$ cat src/rtl/ecc_pkg.sv
package ecc_pkg;
  localparam int DATA_W  = 64;
  localparam int CHK_W   = 8;
  localparam int CW_W    = DATA_W + CHK_W;
  localparam int IDX_W   = 6;
  localparam int SLICES  = 4;
  localparam int SLICE_W = DATA_W / SLICES;

  typedef enum logic [1:0] {
    ERR_NONE = 2'd0,
    ERR_CE   = 2'd1,
    ERR_UE   = 2'd2
  } err_kind_e;

  // Column table: weight-3 values ascending, then the first weight-5 values.
  function automatic logic [DATA_W-1:0][CHK_W-1:0] hsiao_table();
    logic [DATA_W-1:0][CHK_W-1:0] t;
    logic [6:0]       n;
    logic [CHK_W-1:0] v8;
    t = '0;
    n = '0;
    for (int w = 3; w <= 5; w += 2) begin
      for (int v = 0; v < 256; v++) begin
        v8 = v[CHK_W-1:0];
        if ($countones(v8) == w && n < 7'(DATA_W)) begin
          t[n[5:0]] = v8;
          n = n + 7'd1;
        end
      end
    end
    return t;
  endfunction

  function automatic logic [IDX_W-1:0] bus_to_codec(input logic [IDX_W-1:0] b);
    return {b[3:0], b[5:4]};
  endfunction

  function automatic logic [IDX_W-1:0] codec_to_bus(input logic [IDX_W-1:0] c);
    return {c[1:0], c[5:2]};
  endfunction

  function automatic logic [DATA_W-1:0] word_to_codec(input logic [DATA_W-1:0] bus);
    logic [DATA_W-1:0] c;
    c = '0;
    for (int b = 0; b < DATA_W; b++) c[bus_to_codec(IDX_W'(b))] = bus[b];
    return c;
  endfunction

  function automatic logic [DATA_W-1:0] word_to_bus(input logic [DATA_W-1:0] cd);
    logic [DATA_W-1:0] b;
    b = '0;
    for (int c = 0; c < DATA_W; c++) b[codec_to_bus(IDX_W'(c))] = cd[c];
    return b;
  endfunction
endpackage

$ cat src/rtl/ecc_slice.sv
module ecc_slice
  import ecc_pkg::*;
#(
  parameter int SLICE = 0
) (
  input  logic [SLICE_W-1:0] d,
  input  logic [CHK_W-1:0]   chk_in,
  output logic [CHK_W-1:0]   chk_out
);
  localparam logic [DATA_W-1:0][CHK_W-1:0] COLS = hsiao_table();
  localparam int BASE = SLICE * SLICE_W;

  logic [CHK_W-1:0] part;

  always_comb begin
    part = '0;
    for (int i = 0; i < SLICE_W; i++) begin
      if (d[i]) part = part ^ COLS[BASE + i];
    end
  end

  assign chk_out = chk_in ^ part;
endmodule

$ cat src/rtl/ecc_codec.sv
module ecc_codec
  import ecc_pkg::*;
(
  input  logic [DATA_W-1:0] cdata,
  output logic [CHK_W-1:0]  chk
);
  logic [SLICES:0][CHK_W-1:0] chain;

  assign chain[0] = '0;

  for (genvar s = 0; s < SLICES; s++) begin : g_slice
    ecc_slice #(.SLICE(s)) u_slice (
      .d      (cdata[s*SLICE_W +: SLICE_W]),
      .chk_in (chain[s]),
      .chk_out(chain[s+1])
    );
  end

  assign chk = chain[SLICES];
endmodule

$ cat src/rtl/ecc_decode.sv
module ecc_decode
  import ecc_pkg::*;
(
  input  logic [CW_W-1:0]   raw,
  output logic [CHK_W-1:0]  syndrome,
  output logic [DATA_W-1:0] fixed,
  output logic              ce,
  output logic              ue,
  output logic              data_hit,
  output logic [IDX_W-1:0]  hit_pos
);
  localparam logic [DATA_W-1:0][CHK_W-1:0] COLS = hsiao_table();

  logic [CHK_W-1:0]  calc;
  logic [DATA_W-1:0] match;
  logic              chk_hit;

  ecc_codec u_recalc (
    .cdata(raw[DATA_W-1:0]),
    .chk  (calc)
  );

  assign syndrome = raw[CW_W-1:DATA_W] ^ calc;

  always_comb begin
    for (int j = 0; j < DATA_W; j++) match[j] = (syndrome == COLS[j]);
  end

  always_comb begin
    hit_pos = '0;
    for (int j = 0; j < DATA_W; j++) begin
      if (match[j]) hit_pos = IDX_W'(j);
    end
  end

  assign chk_hit  = $onehot(syndrome);
  assign data_hit = |match;
  assign fixed    = raw[DATA_W-1:0] ^ match;
  assign ce       = data_hit | chk_hit;
  assign ue       = (syndrome != '0) & ~ce;
endmodule

$ cat src/rtl/ecc_log.sv
module ecc_log
  import ecc_pkg::*;
#(
  parameter int ADDR_W = 10
) (
  input  logic              clk,
  input  logic              rst_n,
  input  logic              clr,
  input  logic              evt,
  input  err_kind_e         evt_kind,
  input  logic [ADDR_W-1:0] evt_addr,
  input  logic [CHK_W-1:0]  evt_syn,
  input  logic              evt_bit_valid,
  input  logic [IDX_W-1:0]  evt_bit,
  output logic              valid,
  output err_kind_e         kind,
  output logic [ADDR_W-1:0] addr,
  output logic [CHK_W-1:0]  syn,
  output logic [1:0]        bank,
  output logic              overflow,
  output logic [IDX_W-1:0]  bit_idx,
  output logic              bit_valid
);
  logic capture;
  logic lost;

  assign capture = evt & (clr | ~valid);
  assign lost    = evt & valid & ~clr;

  always_ff @(posedge clk or negedge rst_n) begin
    if (!rst_n) begin
      valid     <= 1'b0;
      kind      <= ERR_NONE;
      addr      <= '0;
      syn       <= '0;
      bank      <= '0;
      overflow  <= 1'b0;
      bit_idx   <= '0;
      bit_valid <= 1'b0;
    end else begin
      if (capture) begin
        valid     <= 1'b1;
        kind      <= evt_kind;
        addr      <= evt_addr;
        syn       <= evt_syn;
        bank      <= evt_addr[ADDR_W-1 -: 2];
        bit_idx   <= evt_bit;
        bit_valid <= evt_bit_valid;
      end else if (clr) begin
        valid     <= 1'b0;
        kind      <= ERR_NONE;
        bit_valid <= 1'b0;
      end
      overflow <= clr ? 1'b0 : (overflow | lost);
    end
  end

  a_r8_first_capture: assert property (@(posedge clk) disable iff (!rst_n)
    (!valid && evt) |=> valid);
  a_r9_log_hold: assert property (@(posedge clk) disable iff (!rst_n)
    (valid && !clr) |=> ($stable(addr) && $stable(syn) && $stable(kind) && $stable(bank)));
  a_r9_overflow_sticky: assert property (@(posedge clk) disable iff (!rst_n)
    (overflow && !clr) |=> overflow);
  a_r10_clear_empties: assert property (@(posedge clk) disable iff (!rst_n)
    (clr && !evt) |=> (!valid && !overflow));
  a_r11_bit_only_ce: assert property (@(posedge clk) disable iff (!rst_n)
    bit_valid |-> (kind == ERR_CE));
endmodule

$ cat src/rtl/ecc_mem_ctrl.sv
module ecc_mem_ctrl
  import ecc_pkg::*;
#(
  parameter int ADDR_W = 10
) (
  input  logic              clk,
  input  logic              rst_n,
  input  logic              host_wr,
  input  logic              host_rd,
  input  logic [ADDR_W-1:0] host_addr,
  input  logic [63:0]       host_wdata,
  output logic [63:0]       host_rdata,
  output logic              host_rvalid,
  output logic              host_ce,
  output logic              host_ue,
  output logic              mem_we,
  output logic              mem_re,
  output logic [ADDR_W-1:0] mem_addr,
  output logic [71:0]       mem_wdata,
  input  logic [71:0]       mem_rdata,
  input  logic              log_clr,
  output logic              log_valid,
  output logic [1:0]        log_kind,
  output logic [ADDR_W-1:0] log_addr,
  output logic [7:0]        log_syndrome,
  output logic [1:0]        log_bank,
  output logic              log_overflow,
  output logic [5:0]        log_bit,
  output logic              log_bit_valid
);
  logic              rd_go;
  logic              rd_pend;
  logic [ADDR_W-1:0] rd_addr_q;
  logic [DATA_W-1:0] wr_codec;
  logic [CHK_W-1:0]  wr_chk;
  logic [CHK_W-1:0]  dec_syn;
  logic [DATA_W-1:0] dec_fixed;
  logic              dec_ce;
  logic              dec_ue;
  logic              dec_data_hit;
  logic [IDX_W-1:0]  dec_pos;
  logic              err_evt;
  err_kind_e         err_kind;
  err_kind_e         log_kind_e;

  assign rd_go     = host_rd & ~host_wr;
  assign mem_we    = host_wr;
  assign mem_re    = rd_go;
  assign mem_addr  = host_addr;
  assign wr_codec  = word_to_codec(host_wdata);

  ecc_codec u_gen (
    .cdata(wr_codec),
    .chk  (wr_chk)
  );

  assign mem_wdata = {wr_chk, wr_codec};

  always_ff @(posedge clk or negedge rst_n) begin
    if (!rst_n) begin
      rd_pend   <= 1'b0;
      rd_addr_q <= '0;
    end else begin
      rd_pend <= rd_go;
      if (rd_go) rd_addr_q <= host_addr;
    end
  end

  ecc_decode u_dec (
    .raw     (mem_rdata),
    .syndrome(dec_syn),
    .fixed   (dec_fixed),
    .ce      (dec_ce),
    .ue      (dec_ue),
    .data_hit(dec_data_hit),
    .hit_pos (dec_pos)
  );

  assign host_rvalid = rd_pend;
  assign host_rdata  = word_to_bus(dec_fixed);
  assign host_ce     = rd_pend & dec_ce;
  assign host_ue     = rd_pend & dec_ue;
  assign err_evt     = host_ce | host_ue;
  assign err_kind    = dec_ue ? ERR_UE : ERR_CE;

  ecc_log #(.ADDR_W(ADDR_W)) u_log (
    .clk          (clk),
    .rst_n        (rst_n),
    .clr          (log_clr),
    .evt          (err_evt),
    .evt_kind     (err_kind),
    .evt_addr     (rd_addr_q),
    .evt_syn      (dec_syn),
    .evt_bit_valid(dec_data_hit & ~dec_ue),
    .evt_bit      (codec_to_bus(dec_pos)),
    .valid        (log_valid),
    .kind         (log_kind_e),
    .addr         (log_addr),
    .syn          (log_syndrome),
    .bank         (log_bank),
    .overflow     (log_overflow),
    .bit_idx      (log_bit),
    .bit_valid    (log_bit_valid)
  );

  assign log_kind = log_kind_e;

  a_r3_rvalid_follows: assert property (@(posedge clk) disable iff (!rst_n)
    (host_rd && !host_wr) |=> host_rvalid);
  a_r3_no_read_on_write: assert property (@(posedge clk) disable iff (!rst_n)
    host_wr |=> !host_rvalid);
  a_r4_zero_syn_clean: assert property (@(posedge clk) disable iff (!rst_n)
    (host_rvalid && dec_syn == '0) |-> (!host_ce && !host_ue));
  a_r6_even_syn_ue: assert property (@(posedge clk) disable iff (!rst_n)
    (host_rvalid && dec_syn != '0 && !(^dec_syn)) |-> (host_ue && !host_ce));
  a_r5_flags_exclusive: assert property (@(posedge clk) disable iff (!rst_n)
    !(host_ce && host_ue));
endmodule

$ cat config.mk
export PLATFORM = sky130hd
export DESIGN_NAME = ecc_mem_ctrl
export DESIGN_NICKNAME = d
export VERILOG_FILES = /design/src/rtl/ecc_pkg.sv /design/src/rtl/ecc_slice.sv /design/src/rtl/ecc_codec.sv /design/src/rtl/ecc_decode.sv /design/src/rtl/ecc_log.sv /design/src/rtl/ecc_mem_ctrl.sv
export SDC_FILE = /design/constraint.sdc
export NUM_CORES = 1
export LEC_CHECK = 0
export ABC_AREA = 1
export BUFFER_PORTS_ARGS = -buffer_cell sky130_fd_sc_hd__clkbuf_2
export CAP_MARGIN = 20
export CORE_MARGIN = 3
export CORE_UTILIZATION = 35
export CTS_CLUSTER_DIAMETER = 30
export CTS_CLUSTER_SIZE = 40
export DETAILED_ROUTE_END_ITERATION = 12
export GPL_TIMING_DRIVEN = 0
export PLACE_DENSITY_LB_ADDON = 0.08
export SETUP_SLACK_MARGIN = 0.15
export SYNTH_ARGS = -nofsm -noshare
export SYNTH_HDL_FRONTEND = slang
export SYNTH_SLANG_ARGS = --single-unit
$ cat constraint.sdc
create_clock -name clk -period 4.2 [get_ports clk]
set_clock_uncertainty 0.15 [all_clocks]
set_input_delay 0.21 -clock clk [delete_from_list [all_inputs] [get_ports clk]]
set_output_delay 0.21 -clock clk [all_outputs]
set_load 0.01 [all_outputs]
Word-level counts from Yosys, hierarchy flattened
Cells that the tools add are included.

Memories: 0. Bits in read-only memories: 0. Bits in writable memories: 0. Output and inout port bits: 182. Input port bits: 151. Bits in latches: 0. Word-level logic and storage cells: 428. Register bits after elaboration: 42.

Bitwise gates (word level): 145. Div/mod/pow operators: 0. Eq/ne operators: 65. Muxes and demuxes: 198. Shift-type cells: 0. $mul: 0. Add/subtract/negate cells: 7. Reduce and logical (&&, ||, !) cells: 3. $lt $le $gt $ge: 0.

Operator list (number): $mux 6 (62); $mux 8 (42); $not 3->3 (98); $mux 7 (34); $eq 8x8->1 const B (21); $mux 5 (30); $eq 8x7->1 const B (17); $eq 8x6->1 const B (15); $not 5->5 (16); $reduce_or 64->1 (1); $xor 64x64->64 (1); $eq 8x5->1 const B (7); $mux 4 (14); $xor 8x8->8 (5); $eq 8x4->1 const B (3); $mux 3 (6); $not 2->3 (6); $add 4x4->4 (3); $mux 2 (5); $add 1x1->2 (4); $and 1x1->1 (8); $eq 8x3->1 const B (1); $reduce_bool 8->1 (1); $xor 7x8->8 (1); other kinds (6) (17).

Depth between registers and ports, before layout
Word-level depth: 99. Mapped depth: 73.

Modules after synthesis
A second synthesis with hierarchy kept.

Cell total of the unflattened synthesis: 1796. Area, all modules: 9867.0 sq um.

Modules (own cells, without submodules): ecc_decode (area an instance 2034.5 sq um, times used 1, sequential area each 0.0 sq um, cells an instance 376); ecc_slice (u_dec.u_recalc.g_slice[3].u_slice ...) (area an instance 945.9 sq um, times used 2, sequential area each 0.0 sq um, cells an instance 225); ecc_slice (u_dec.u_recalc.g_slice[0].u_slice ...) (area an instance 703.2 sq um, times used 2, sequential area each 0.0 sq um, cells an instance 142); ecc_log (area an instance 1178.6 sq um, times used 1, sequential area each 725.7 sq um, cells an instance 128); ecc_slice (u_dec.u_recalc.g_slice[1].u_slice ...) (area an instance 586.8 sq um, times used 2, sequential area each 0.0 sq um, cells an instance 111); ecc_slice (u_dec.u_recalc.g_slice[2].u_slice ...) (area an instance 570.5 sq um, times used 2, sequential area each 0.0 sq um, cells an instance 102); ecc_mem_ctrl (area an instance 1033.5 sq um, times used 1, sequential area each 275.3 sq um, cells an instance 130); ecc_codec (area an instance 3.8 sq um, times used 2, sequential area each 0.0 sq um, cells an instance 1).

Worst setup path after synthesis
Ideal clock, no wire load.

Path type: input -> register. From: input mem_rdata[58]. To: register u_log.syn[3]. Stages on the path: 24. Buffers on the path: 2. Data required time: 3915 ps. Library setup time: 135 ps. Arrival time: 5117 ps. Slack: -1203 ps. Cells stage by stage: clkbuf_1 > xnor2_1 > xor2_1 > xnor2_1 > xor2_1 > xor2_1 > xor2_1 > inv_1 > ha_1 > fa_1 > fa_1 > ha_1 > inv_1 > fa_1 > nand3_1 > o21ai_0 > o21bai_1 > nor2_1 > nor2_1 > a21oi_1 > inv_2 > clkbuf_1 > nand2_1 > o21ai_0.

Elaborated cells on any way between the ends: 93. Those cells by class: add/sub (6); eq/ne (65); mux (6); bitwise (14); reduce/logical (2).

RTL lines: from (decl) (RTL line ecc_mem_ctrl.sv:20) `input logic [71:0] mem_rdata,`; $mux 6 * (RTL line ecc_slice.sv:18) `if (d[i]) part = part ^ COLS[BASE + i];`; $not 5->5 (no line); $mux 6 * (RTL line ecc_slice.sv:18); $not 5->5 (no line); $mux 6 * (RTL line ecc_slice.sv:18); $not 5->5 (no line); $mux 6 * (RTL line ecc_slice.sv:18); $mux 7 * (2 in a row) (RTL line ecc_slice.sv:18); [2 not listed]; via dec_syn[5] (RTL line ecc_mem_ctrl.sv:36) `logic [CHK_W-1:0] dec_syn;`; [3 not listed]; $eq 4x1->1 (RTL line ecc_decode.sv:36) `assign chk_hit = $onehot(syndrome);`; $or 1x1->1 (RTL line ecc_decode.sv:39) `assign ce = data_hit | chk_hit;`; $not 1->1 (RTL line ecc_decode.sv:40) `assign ue = (syndrome != '0) & ~ce;`; $and 1x1->1 * (RTL line ecc_decode.sv:40); $and 1x1->1 * (RTL line ecc_mem_ctrl.sv:82) `assign host_ue = rd_pend & dec_ue;`; via host_ue (RTL line ecc_mem_ctrl.sv:15) `output logic host_ue,`; $or 1x1->1 * (RTL line ecc_mem_ctrl.sv:83) `assign err_evt = host_ce | host_ue;`; $and 1x1->1 * (RTL line ecc_log.sv:27) `assign capture = evt & (clr | ~valid);`; to (signal assigned) (RTL line ecc_log.sv:45) `syn <= evt_syn;`; to (decl) (RTL line ecc_log.sv:18) `output logic [CHK_W-1:0] syn,`.

The timed path passes the listed nets; every way through them passes the cells marked *. A chain may end at the register's enable or synchronous reset.

Final worst setup path
From: input mem_rdata[0]. To: register u_log.bit_idx[4].

Word-level cells in the longest chain between the ends: 92. Elaborated cells on any way between the ends: 176. Those cells by class: add/sub (4); eq/ne (65); mux (79); bitwise (26); reduce/logical (2).

RTL lines: $mux 3 * (RTL line ecc_slice.sv:18); $not 2->3 (no line); $mux 4 * (2 in a row) (RTL line ecc_slice.sv:18); $not 3->3 (no line); $mux 4 * (RTL line ecc_slice.sv:18); $not 2->3 (no line); $mux 5 * (2 in a row) (RTL line ecc_slice.sv:18); $not 3->3 (no line); [18 not listed]; via dec_syn[1] (RTL line ecc_mem_ctrl.sv:36); $eq 8x4->1 (RTL line ecc_decode.sv:26) `for (int j = 0; j < DATA_W; j++) match[j] = (syndrome == COLS[j]);`; $mux 1 (RTL line ecc_decode.sv:32) `if (match[j]) hit_pos = IDX_W'(j);`; $mux 2 (2 in a row) (RTL line ecc_decode.sv:32); $mux 3 (4 in a row) (RTL line ecc_decode.sv:32); $mux 4 (8 in a row) (RTL line ecc_decode.sv:32); $mux 5 (16 in a row) (RTL line ecc_decode.sv:32); $mux 6 (32 in a row) (RTL line ecc_decode.sv:32); to (signal assigned) (RTL line ecc_log.sv:47) `bit_idx <= evt_bit;`; to (decl) (RTL line ecc_log.sv:21) `output logic [IDX_W-1:0] bit_idx,`.

Marked as above.

==> impl_results.md <==
- Register area share after synthesis: 0.1362
- Final instance area: 10390 sq um
- N_diodes: 0
- Synth Area in XOR/XNOR: 0.4946
- Max VDD drop: 0.7548 mV
- Post-place setup slack: -2.078 ns
- Die area: roughly 23000 sq um
- Worst skew pair latency: 0.27 ns
- First drt pass iteration count: 5
- Root Buffer: clkbuf_16
- Slew Limit Fails: 0
- First-pass GRT wire length: 37620 microns
- Layout cell share with drive strength beyond 1: 0.3815
- Tot GR Track Use: 0.2105
- Starting DRC count in detailed routing: 252
- Hold Path End: rd_addr_q[9]
- CP delay by family, top: simple AND/OR/NAND/NOR gates
- Final setup viols: 31
- DRT antenna net count: 0
- Area delta synth->final: 41.34%
- Max-cap violations: 0
- Critical path type: in2reg
- Final Core Density: 0.5084
- Critical Path RT: roughly 4.3 ns
- Syn Std Cell Area: ~7300 sq um
- Initial Utilization: 0.3597
- #FFs+latches synth: 40
- Via count: 7205
- Gr ovfl total: 0
- H-tree Lvls: 2
- Vias per cell: between 4 and 5
- WL final: 24830 microns
- Largest net degree at the start of global routing: 41
- Io pins: 333
- Tcrit/Tclk final: 1.305
- Status: finished with violations
- Arr. time, crit path: 5.54 ns
- Antenna violations before repair: 0
- CORE AREA: 20430 sq um
- Compound-cell area share of the yosys netlist: 0.02265
- Synth area leaders: xor2_1 25%, xnor2_1 25%, dfrtp_1 14%
- Flop2flop setup slack: 2.75 ns
- Main combinational cell family by area after synthesis: XOR/XNOR gates
- Vias in the first global route: 7035
- Nets@finish: approximately 1600
- Hold Path Depth: 3
- Worst rel slew slack: 0.6272
- Post-synthesis simple-gate area fraction: 0.1742
- # fillers: 2159
- Commonest non-fill, non-tap cells in the layout: 319 x clkbuf_2, 199 x xor2_1, 196 x xnor2_1
- Post-synth top area cell: xor2_1
- Synth Warn #: 0
- Worst Reg2Reg Path Length in Cells: 8
- Synth top area share: 0.2479
- Port buffer count: 326
- Final RePlAce weighted congestion: 0.8743
- Cell Rows: 52
- Slew @ Worst Pin: 0.5592 ns
- Fin crit period: 5.481 ns
- CP Capture Type: register
- Clock Sinks: 40
- Reg2reg end: u_log.kind[1]
- Number of synthesized flops with an enable pin: 0
- Synth Flop Type: dfrtp_1
- Min-delay src: host_addr[9]
- PwrDens: 1014 nW/um^2
- Chip height: 150.9 microns
- Placed insts: 1612
- DRC viols: 0
- Final HPWL DP: 21590 microns
- TritonCTS clock tree: built
- Non-filler cells, final: 1654
- Hold Vio Cnt, Final: 0
- R2R Path Start: host_rvalid
- Worst Setup Start Kind: input pin
- Pleak: around 5.4 nW
- Die Wd: 150.9 microns
- Fraction of registers with async set/reset: 1.000
- Post-synthesis mux area share: 0
- Crit path largest cell delay: 0.31 ns
- Mean post-synth cell area: 7.233 sq um
- Routed WL per cell: 15.01 microns
- Most common cell on crit path: nand2_1
- Clk slew on worst S/H paths: 0.06 ns
- Failing checks: negative setup slack
- Syn Inst Count: 1016
- Most common cell after layout, fill and taps aside: clkbuf_2
- Slowest CP cell: xor2_1
- Total CTS buffers: 5
- Final WS setup: -1.281 ns
- CP Max Fanout: 4
- Longest Clk Path Bufs: 2
- Max Clk Rate: roughly 180 MHz
- Min-delay worst type: in2reg
- CP bufs+invs: 3
- Synth Net Count: 1189
- Area share of fa/ha/maj cells after synthesis: 0.04155
- RSZ-0062 raised after global routing: true
- DP Area: 9487 sq um
- Netlist cell types: 25
[repair_timing]
action	4_1_cts	5_1_grt
hold buffers	3	0
endpoints found under the setup margin	31	31
resized for setup	104	5
cloned	2	0
endpoints found under the hold margin	42	0
pin swaps	22	1
buffers inserted	27	2
[how the worst max path moves through the flow]
stage	end	from	slack [ns]	depth (start not counted)
3_3_place_gp	u_log.syn[5]	mem_rdata[8]	-2.05	28
5_1_grt	u_log.bit_idx[4]	mem_rdata[0]	-2.14	75
4_1_cts	u_log.bit_idx[4]	mem_rdata[6]	-1.30	75
2_1_floorplan	u_log.bit_idx[4]	mem_rdata[1]	-0.72	73
6_report	u_log.bit_idx[4]	mem_rdata[0]	-1.28	75
3_5_place_dp	u_log.syn[3]	mem_rdata[8]	-2.08	28
[area by class of cell]
class | instances | area (sq um) | area share
multi-input combinational | 797 | 5837 | 0.5620
timing repair buffer | 361 | 2041 | 0.1965
sequential | 40 | 1001 | 0.09637
buffer | 88 | 691.9 | 0.06662
inverter | 91 | 344.1 | 0.03313
tap | 270 | 337.8 | 0.03253
clock buffer | 6 | 128.9 | 0.01241
clock inverter | 1 | 5.005 | 0.0004819
[state kept, by name (all words and copies together) (netlist names)]
register and count:
host_rvalid 1, rd_addr_q 10, u_log.addr 8, u_log.bank 2, u_log.bit_idx 6, u_log.bit_valid 1, u_log.kind 2, u_log.overflow 1
u_log.syn 8, u_log.valid 1
[Yosys cell counts (all sizes together) (4+ instances only)]
cell      n
ha       18
dfrtp    40
fa        4
a31oi     6
xnor2   207
a21oi     5
o21ai    14
buf      77
inv      90
nand3    13
clkbuf   11
xor2    208
nand2   213
nor2    100
[tightest hold or removal path: stages]
cell	delay, ns
clkbuf_2	0.09
nand2_1	0.05
nand2_1	0.05
[logic make-up after synthesis]
kind of cell    Yosys count
flops                    40
buf+inv                 179
fa+ha+maj                22
compound gates           29
simple gates            331
xor+xnor                415
[per-layer routing]
layer  up-vias  part of all wire  track usage  wire (microns)
li1       3701                 -            -               -
met1      3249              0.45       0.2940           11220
met2       243              0.48       0.3639           11950
met3        12             0.060      0.02065            1483
met4         0            0.0071      0.02312             176
met5         -                 0            0               0
[per-stage QoR]
| step | setup TNS, ns | hold slack, ns | total power [mW] |
|---|---|---|---|
| global placement | -58.93 | 0.2806 | 7.878 |
| CTS | -21.26 | 0.002768 | 10.33 |
| finish | -19.41 | 0.004414 | 10.53 |
| global route | -27.75 | 0.01775 | 11.66 |
| floorplan | -17.88 | -0.2356 | 5.784 |
| detailed placement | -59.82 | 0.2819 | 7.882 |
[power breakdown]
| group | switching (mW) | internal (mW) |
|---|---|---|
| clock | 0.136 | 0.216 |
| combinational | 5.17 | 4.33 |
| sequential | 0.0739 | 0.597 |
No activity file was read; power rests on OpenSTA's default activity.
